$ cat src/rtl/pdb_pkg.sv
package pdb_pkg;

    // Per-pin filter state
    typedef enum logic [1:0] {
        PDB_BYPASS = 2'd0,  // filtering off, output copies input
        PDB_HOLD   = 2'd1,  // filtering on, input agrees with output
        PDB_WAIT   = 2'd2   // filtering on, counting ticks toward acceptance
    } pdb_state_e;

    // Decoded per-pin configuration
    typedef struct packed {
        logic       enable;
        logic [2:0] code;
    } pdb_cfg_t;

endpackage

$ cat src/rtl/pdb_ctrl_decode.sv
module pdb_ctrl_decode #(
    parameter int CTRL_W   = 32,
    parameter int EN_BIT   = 8,
    parameter int CODE_LSB = 5,
    parameter int CODE_W   = 3
) (
    input  logic [CTRL_W-1:0] word,
    output logic              enable,
    output logic [CODE_W-1:0] code
);

    // Bits outside the enable and period field are not decoded
    logic unused_ctrl_bits;

    assign enable = word[EN_BIT];
    assign code   = word[CODE_LSB +: CODE_W];

    assign unused_ctrl_bits = ^{word[CTRL_W-1:EN_BIT+1], word[CODE_LSB-1:0]};

endmodule

$ cat src/rtl/pdb_tick_count.sv
module pdb_tick_count #(
    parameter int CODE_W = 3,
    localparam int CNT_W = (1 << CODE_W) - 1,
    localparam int LIM_W = CNT_W + 1
) (
    input  logic              clk,
    input  logic              rst_n,
    input  logic              clr,
    input  logic              inc,
    input  logic [CODE_W-1:0] code,
    output logic              at_last
);

    logic [CNT_W-1:0] cnt_q;
    logic [LIM_W-1:0] span;

    // Number of ticks for this code: 2^code
    assign span    = LIM_W'(1) << code;
    assign at_last = ({1'b0, cnt_q} == (span - LIM_W'(1)));

    always_ff @(posedge clk or negedge rst_n) begin
        if (!rst_n) begin
            cnt_q <= '0;
        end else if (clr) begin
            cnt_q <= '0;
        end else if (inc) begin
            cnt_q <= cnt_q + CNT_W'(1);
        end
    end

endmodule

$ cat src/rtl/pdb_pin_fsm.sv
module pdb_pin_fsm
    import pdb_pkg::*;
#(
    parameter int CODE_W = 3
) (
    input  logic              clk,
    input  logic              rst_n,
    input  logic              tick,
    input  logic              raw,
    input  logic              enable,
    input  logic [CODE_W-1:0] code,
    input  logic              cnt_last,
    output logic              cnt_clr,
    output logic              cnt_inc,
    output logic              filt
);

    pdb_state_e        state_q, state_d;
    logic [CODE_W-1:0] code_q;
    logic              filt_q;
    logic              load_raw;
    logic              code_moved;
    logic              differs;

    assign code_moved = (code != code_q);
    assign differs    = (raw != filt_q);
    assign filt       = filt_q;

    // State register
    always_ff @(posedge clk or negedge rst_n) begin
        if (!rst_n) begin
            state_q <= PDB_BYPASS;
        end else begin
            state_q <= state_d;
        end
    end

    // Next state and control outputs
    always_comb begin
        state_d  = state_q;
        cnt_clr  = 1'b1;
        cnt_inc  = 1'b0;
        load_raw = 1'b0;
        unique case (state_q)
            PDB_BYPASS: begin
                if (!enable) begin
                    load_raw = 1'b1;
                end else if (differs) begin
                    state_d = PDB_WAIT;
                end else begin
                    state_d = PDB_HOLD;
                end
            end
            PDB_HOLD: begin
                if (!enable) begin
                    state_d  = PDB_BYPASS;
                    load_raw = 1'b1;
                end else if (differs) begin
                    state_d = PDB_WAIT;
                end
            end
            PDB_WAIT: begin
                if (!enable) begin
                    state_d  = PDB_BYPASS;
                    load_raw = 1'b1;
                end else if (!differs) begin
                    state_d = PDB_HOLD;
                end else if (code_moved) begin
                    cnt_clr = 1'b1;
                end else if (tick && cnt_last) begin
                    load_raw = 1'b1;
                    state_d  = PDB_HOLD;
                end else begin
                    cnt_clr = 1'b0;
                    cnt_inc = tick;
                end
            end
            default: begin
                state_d = PDB_BYPASS;
            end
        endcase
    end

    // Filtered level and remembered period code
    always_ff @(posedge clk or negedge rst_n) begin
        if (!rst_n) begin
            filt_q <= 1'b0;
            code_q <= '0;
        end else begin
            code_q <= code;
            if (load_raw) begin
                filt_q <= raw;
            end
        end
    end

endmodule

$ cat src/rtl/pin_debounce_bank.sv
module pin_debounce_bank
    import pdb_pkg::*;
#(
    parameter int NPINS    = 4,
    parameter int CTRL_W   = 32,
    parameter int EN_BIT   = 8,
    parameter int CODE_LSB = 5,
    parameter int CODE_W   = 3
) (
    input  logic                    clk,
    input  logic                    rst_n,
    input  logic                    ms_tick,
    input  logic [NPINS-1:0]        raw_in,
    input  logic [NPINS*CTRL_W-1:0] pin_ctrl,
    output logic [NPINS-1:0]        filt_out
);

    pdb_cfg_t   cfg [NPINS];
    logic [NPINS-1:0] en_vec;

    for (genvar p = 0; p < NPINS; p++) begin : g_pin
        logic              en_p;
        logic [CODE_W-1:0] code_p;
        logic              clr_p;
        logic              inc_p;
        logic              last_p;

        pdb_ctrl_decode #(
            .CTRL_W  (CTRL_W),
            .EN_BIT  (EN_BIT),
            .CODE_LSB(CODE_LSB),
            .CODE_W  (CODE_W)
        ) u_decode (
            .word  (pin_ctrl[p*CTRL_W +: CTRL_W]),
            .enable(en_p),
            .code  (code_p)
        );

        assign cfg[p].enable = en_p;
        assign cfg[p].code   = 3'(code_p);
        assign en_vec[p]     = cfg[p].enable;

        pdb_tick_count #(
            .CODE_W(CODE_W)
        ) u_count (
            .clk    (clk),
            .rst_n  (rst_n),
            .clr    (clr_p),
            .inc    (inc_p),
            .code   (code_p),
            .at_last(last_p)
        );

        pdb_pin_fsm #(
            .CODE_W(CODE_W)
        ) u_fsm (
            .clk     (clk),
            .rst_n   (rst_n),
            .tick    (ms_tick),
            .raw     (raw_in[p]),
            .enable  (en_p),
            .code    (code_p),
            .cnt_last(last_p),
            .cnt_clr (clr_p),
            .cnt_inc (inc_p),
            .filt    (filt_out[p])
        );
    end

    logic unused_cfg;
    assign unused_cfg = ^{cfg[0].code};

endmodule

$ cat config.mk
export PLATFORM = sky130hd
export DESIGN_NAME = pin_debounce_bank
export DESIGN_NICKNAME = d
export VERILOG_FILES = /design/src/rtl/pdb_pkg.sv /design/src/rtl/pdb_ctrl_decode.sv /design/src/rtl/pdb_tick_count.sv /design/src/rtl/pdb_pin_fsm.sv /design/src/rtl/pin_debounce_bank.sv
export SDC_FILE = /design/constraint.sdc
export NUM_CORES = 1
export LEC_CHECK = 0
export ABC_AREA = 1
export BUFFER_PORTS_ARGS = -buffer_cell sky130_fd_sc_hd__buf_2
export CORE_ASPECT_RATIO = 1.75
export CORE_MARGIN = 2
export CORE_UTILIZATION = 54
export DETAILED_ROUTE_END_ITERATION = 10
export HOLD_SLACK_MARGIN = 0.15
export PLACE_DENSITY = 0.87
export SLEW_MARGIN = 15
export SYNTH_ARGS = -nofsm -noshare
export SYNTH_HDL_FRONTEND = slang
export SYNTH_SLANG_ARGS = --single-unit
$ cat constraint.sdc
create_clock -name clk -period 2.5 [get_ports clk]
set_input_delay 0.25 -clock clk [delete_from_list [all_inputs] [get_ports clk]]
set_output_delay 0.25 -clock clk [all_outputs]
set_load 0.02 [all_outputs]
# Word level (Yosys, flattened, before mapping)
# Cells that the tools add are included.
# classes
reduce_logical	20
n_mux	104
add_sub_neg	8
shifts	4
n_eq_ne	36
# op_table
operator	count
2-bit 2-to-1 mux	32
1-bit 2-to-1 mux	56
7-bit 2-to-1 mux	8
7-bit by 8-bit == test with 1-bit output	4
4-bit inequality test, second input constant	8
1-bit by 3-bit left shift with 8-bit output, first input constant	4
8-bit by 1-bit subtractor with 8-bit output, second input constant	4
7-bit by 1-bit adder with 7-bit output, second input constant	4
2-bit case mux with 3 select lines	4
4-bit AND reduction	4
3-bit by 2-bit inequality test with 1-bit output, second input constant	4
3-bit inequality test	4
2-bit by 1-bit == test with 1-bit output, second input constant	4
2-bit == test, second input constant	4
2-bit logical NOT	4
2-bit inequality test, second input constant	4
1-bit case mux with 2 select lines	4
2-bit nonzero test	4
2-bit OR reduction	4
1-bit logical AND	4
1-bit inequality test	4
# word_totals
output_inout_bits	4
wordCells	188
in_bits	135
ff_bits	52

# Depth between registers and ports, before layout
# depth
word_depth	11
mapped_depth	17
depth_no_buf	16

# Cells and area by module
# Synthesis repeated with hierarchy kept, for this count alone.
# hier_totals
cells_unflattened	612
area_unflattened_um2	4073.9
# by_module_without_submodules
module	seq_area_each_um2	area_per_inst_um2	instances	cells_per_inst
pdb_tick_count	175.2	584.3	4	88
pdb_pin_fsm	150.1	404.1	4	61
pdb_ctrl_decode	0.0	30.0	4	4

# Worst setup path before layout
# Ideal clock, no wire load.
# synth_path
path_type	input -> register
start	in pin_ctrl[70]
end	reg g_pin[2].u_count.cnt_q[0]
path_stages	13
n_path_buf	1
setup_slack_ns	0.689
required_time_ns	2.378
arrival_time_ns	1.689
setup_time_ns	0.122
path_cell_list	buf_2 -> inv_1 -> nand3_1 -> ha_1 -> xnor2_1 -> nor2_1 -> o21ai_0 -> nor2_1 -> nand2_1 -> o21ai_1 -> inv_2 -> nand3_1 -> o21ai_1
# synth_via
elab_chain_len	10
elab_cells_between_ends	17
classes_between	add/sub: 1; eq/ne: 2; shift: 1; mux: 11; reduce/logical: 2
# synth_lines
item	line	source
start, declared	pin_debounce_bank.sv:14	input logic [NPINS*CTRL_W-1:0] pin_ctrl,
1-bit by 3-bit left shift with 8-bit output	pdb_tick_count.sv:18	assign span = LIM_W'(1) << code;
8-bit by 1-bit subtractor with 8-bit output	pdb_tick_count.sv:19	assign at_last = ({1'b0, cnt_q} == (span - LIM_W'(1)));
7-bit by 8-bit == test with 1-bit output	pdb_tick_count.sv:19	
1-bit logical AND	pdb_pin_fsm.sv:70	end else if (tick && cnt_last) begin
1-bit 2-to-1 mux	pdb_pin_fsm.sv:70	
1-bit 2-to-1 mux	pdb_pin_fsm.sv:68	end else if (code_moved) begin
1-bit 2-to-1 mux	pdb_pin_fsm.sv:66	end else if (!differs) begin
1-bit 2-to-1 mux	pdb_pin_fsm.sv:63	if (!enable) begin
1-bit 2-to-1 mux	pdb_pin_fsm.sv:44	unique case (state_q)
7-bit 2-to-1 mux or 2-bit nonzero test (tied branches)	-	
end signal, assigned	pdb_tick_count.sv:27	cnt_q <= cnt_q + CNT_W'(1);
end, declared	pdb_tick_count.sv:14	logic [CNT_W-1:0] cnt_q;
# Parallel ways exist; a longest one is shown, timed or not.
# A chain may end at the register's enable or synchronous reset.

# Worst setup path in the final report
# layout_path
start	in pin_ctrl[101]
end	reg g_pin[3].u_count.cnt_q[4]
# layout_via
elab_chain_len	10
elab_cells_between_ends	17
classes_between	add/sub: 1; eq/ne: 2; shift: 1; mux: 11; reduce/logical: 2
# layout_lines
item	line
1-bit by 3-bit left shift with 8-bit output	pdb_tick_count.sv:18
8-bit by 1-bit subtractor with 8-bit output	pdb_tick_count.sv:19
7-bit by 8-bit == test with 1-bit output	pdb_tick_count.sv:19
1-bit logical AND	pdb_pin_fsm.sv:70
1-bit 2-to-1 mux	pdb_pin_fsm.sv:70
1-bit 2-to-1 mux	pdb_pin_fsm.sv:68
1-bit 2-to-1 mux	pdb_pin_fsm.sv:66
1-bit 2-to-1 mux	pdb_pin_fsm.sv:63
1-bit 2-to-1 mux	pdb_pin_fsm.sv:44
7-bit 2-to-1 mux or 2-bit nonzero test (tied branches)	-
end signal, assigned	pdb_tick_count.sv:27
end, declared	pdb_tick_count.sv:14
# Parallel ways exist; a longest one is shown, timed or not.

==> flow_summary_export.csv <==
group,metric,value,unit
place,gp_congestion,0.847,
sta,max_freq,429,MHz
worst_setup_path,r2r_end,"g_pin[2].u_count.cnt_q[5]$_DFFE_PN0P_",
clocking,numCtsBuffers,5,
final_layout,fin_util,0.617,
worst_setup_path,crit_family,"simple AND/OR/NAND/NOR gates",
detailed_routing,wire_per_inst,12.2,um
global_route,grt_usage,0.228,
synthesis,synth_cell_type_count,36,
worst_hold_path,hold_depth,1,
place,placedCellCount,625,
worst_setup_path,crit_type,"primary input to flip-flop",
clocking,cts.sinks,52,
clocking,cts_buffer_depth,2,
clocking,cts-htree-levels,2,
sta,slew_headroom,0.550,
sta,timing.final.max_slew_violations,0,
floorplanning,die_area,7500,um^2
synthesis,synth_nets,670,
global_route,busiest_layer,"met2",
sta,period_share,0.933,
global_route,antenna_found_initial,0,
place,dp_hpwl,5820,um
global_route,grt-ovfl-total,0,
sta,fin_crit,2.33,ns
place,portBuffers,26,
synthesis,syn_area_per_cell,6.97,um^2
detailed_routing,drc,0,
sta,finalClockSkew,0.00373,ns
floorplanning,die_y,113,um
synthesis,synth_seq_cells,52,
pwr,p_leak,0.00202,uW
global_route,use_met3,0.0358,
worst_hold_path,hp-class,"primary input to flip-flop",
worst_setup_path,path_cells,"dlygate4sd3_1 > buf_2 > nor2_2 > nand2_1 > ha_1 > inv_1 > nand2_1 > nand2_1 > nand3_1 > nor2_1 > nand3_2 > nor2_4 > nand2_4 > nand2_2 > inv_2 > nand4_1 > nand2_1",
worst_setup_path,cp.required,2.68,ns
detailed_routing,num_vias,3410,
worst_setup_path,startpoint_type,"primary input",
worst_setup_path,critPathMaxFanout,6,
detailed_routing,first_iter_violations,199,
synthesis,seq_area_frac_synth,0.354,
sta,rsz0062_at_grt,"yes",
pwr,ir_drop,0.545,mV
final_layout,fin_nets,699,
detailed_routing,wirelength,7810,um
worst_setup_path,reg2reg_depth,10,
floorplanning,io_pins,139,
flow_run,drv_cap,0,
sta,worst_pin_slew,0.675,ns
final_layout,fin_cells,638,
worst_setup_path,crit_top_cell,"nand2_1",
synthesis,yosysWarnings,0,
global_route,grt_pass1_wl,13600,um
final_layout,synthToLayoutAreaGrowth,9.84,%
floorplanning,fp-row-count,39,
floorplanning,start_util,0.562,
clocking,cts_tree,"done",
worst_setup_path,reg2reg_from,"g_pin[2].u_fsm.filt$_DFFE_PN0P_",
global_route,use_met1,0.229,
sta,finalHoldViolCount,0,
outcome,status,"finished, final reports clean",
worst_setup_path,critPathBufInv,4,
sta,setup_viol,0,
worst_setup_path,critPathCaptureType,"flip-flop",
global_route,use_met2,0.423,
global_route,grt_start_max_net_pins,53,
synthesis,syn_area,3670,um^2
final_layout,fill_cells,576,
worst_setup_path,r2r_slack,0.78,ns
floorplanning,core,6540,um^2
place,place_area,3840,um^2
clocking,path_clk_slew,0.07,ns
worst_setup_path,slowest_stage,"dlygate4sd3_1",
worst_hold_path,min_to,"g_pin[0].u_fsm.code_q[1]$_DFF_PN0_",
global_route,first_global_vias,3494,
final_layout,final_cell_area,4040,um^2
worst_setup_path,cp_data_arrival_time,2.52,ns
floorplanning,fp.dieW,66.4,um
worst_setup_path,slowest_delay,0.53,ns
sta,setup_tns,0,ns
detailed_routing,routed_via_density,5.34,
final_layout,n_antenna_cell,0,
clocking,clock_latency,0.29,ns
pwr,p_per_area,573,nW/um^2
final_layout,drive_above_1_share,0.122,
detailed_routing,postRouteAntennaNets,0,
synthesis,synthesis.instances,527,
worst_hold_path,min_from,"pin_ctrl[6]",
detailed_routing,first_pass_iters,4,
clocking,cts_root_buf,"clkbuf_16",
-- metal layers --
| layer | up-vias | wire length [um] |
|---|---|---|
| met5 | - | 0 |
| met4 | 0 | 285 |
| met3 | 26 | 272 |
| met2 | 81 | 4310 |
| met1 | 1581 | 2950 |
| li1 | 1722 | - |
-- cells in the mapped netlist (all sizes together) --
| master | n | area, um^2 |
|---|---|---|
| a22oi | 2 | 15.0 |
| clkbuf | 1 | 3.75 |
| nand3b | 1 | 7.51 |
| o21a | 1 | 7.51 |
| nor3 | 7 | 40.0 |
| nand3 | 49 | 260 |
| nand2 | 143 | 562 |
| nor3b | 5 | 37.5 |
| xnor2 | 16 | 140 |
| dfrtp | 52 | 1300 |
| o22ai | 1 | 6.26 |
| nand4 | 13 | 81.3 |
| o21bai | 6 | 60.1 |
| a31oi | 2 | 12.5 |
| buf | 10 | 71.3 |
| xor2 | 18 | 158 |
| a21oi | 12 | 60.1 |
| o21ai | 23 | 115 |
| o211ai | 2 | 15.0 |
| clkinv | 1 | 5.00 |
| inv | 77 | 289 |
| ha | 8 | 100 |
| mux2i | 1 | 10.0 |
| nor2 | 76 | 315 |
-- worst max-delay path by stage --
stage,from,end,slack (ns),cells after the start
after floorplan,pin_ctrl[70],g_pin[2].u_count.cnt_q[0]$_DFFE_PN0P_,0.69,13
after global placement,pin_ctrl[39],g_pin[1].u_count.cnt_q[0]$_DFFE_PN0P_,0.48,16
after detailed placement,pin_ctrl[103],g_pin[3].u_count.cnt_q[4]$_DFFE_PN0P_,0.42,13
after CTS,pin_ctrl[101],g_pin[3].u_count.cnt_q[4]$_DFFE_PN0P_,0.19,17
after global routing,pin_ctrl[101],g_pin[3].u_fsm.filt$_DFFE_PN0P_,-0.000004,17
final,pin_ctrl[101],g_pin[3].u_count.cnt_q[4]$_DFFE_PN0P_,0.17,17
-- placed cells by master (no fill, tap or decap), types with 12 or more instances in the layout --
cell type,instances
o21ai_1,13
nand2_1,135
nand3_1,46
nor2_1,68
buf_2,26
xor2_1,18
inv_1,66
a21oi_1,12
nand4_1,13
xnor2_1,16
dfrtp_1,52
-- power by group --
| part | internal, uW | total [uW] | switching [uW] |
|---|---|---|---|
| registers | 927 | 1010 | 86.4 |
| logic | 238 | 631 | 393 |
| clock network | 365 | 668 | 303 |
| total | 1530 | 2310 | 783 |
-- through the flow --
stage	hold slack (ns)	total power [uW]	worst slack (ns)
finish	0.154	2310	0.168
global route	0.150	2470	-0.00000355
CTS	0.151	2330	0.190
detailed placement	0.415	1650	0.418
global placement	0.411	1600	0.477
floorplan	-0.0456	1500	0.689
-- worst register-to-register path: cells and delay by family, from the launching register on --
family | cells | cell delay [ns]
and+or+nand+nor | 8 | 0.82
DFF | 1 | 0.40
xor gates and xnor gates | 1 | 0.34
buffers and inverters | 1 | 0.05
-- final cells by class --
cell class / count / area (um^2) / share of cell area
flip-flops and latches: 52 / 1300 / 0.322
well taps: 82 / 103 / 0.0254
clock inverters: 1 / 5.00 / 0.00124
inverters: 78 / 294 / 0.0729
clock buffers: 6 / 129 / 0.0319
repair buffers: 33 / 198 / 0.0490
multi-input cells: 386 / 2010 / 0.497
-- cell families (layout without fill, tap and decap cells) --
group	Yosys count	after routing	share of synthesized area
compound gates	49	49	0.0794
xor+xnor	34	34	0.0811
fa+ha+maj	8	8	0.0272
buf+inv	89	118	0.100
flops	52	52	0.354
mux	1	1	0.00272
simple gates	294	294	0.355
-- what timing repair did --
action	CTS	global route
gates resized for setup	0	1
hold endpoints to repair	57	0
hold buffers	6	0
buffers inserted	0	0
endpoints found under the setup margin	0	4
-- state kept, by name, summed over array words and instances, names as in the netlist --
| register | count |
|---|---|
| g_pin.u_count.cnt_q | 28 |
| g_pin.u_fsm.code_q | 12 |
| g_pin.u_fsm.filt | 4 |
| g_pin.u_fsm.state_q | 8 |
Note: power is estimated with default switching activity, not from simulation.
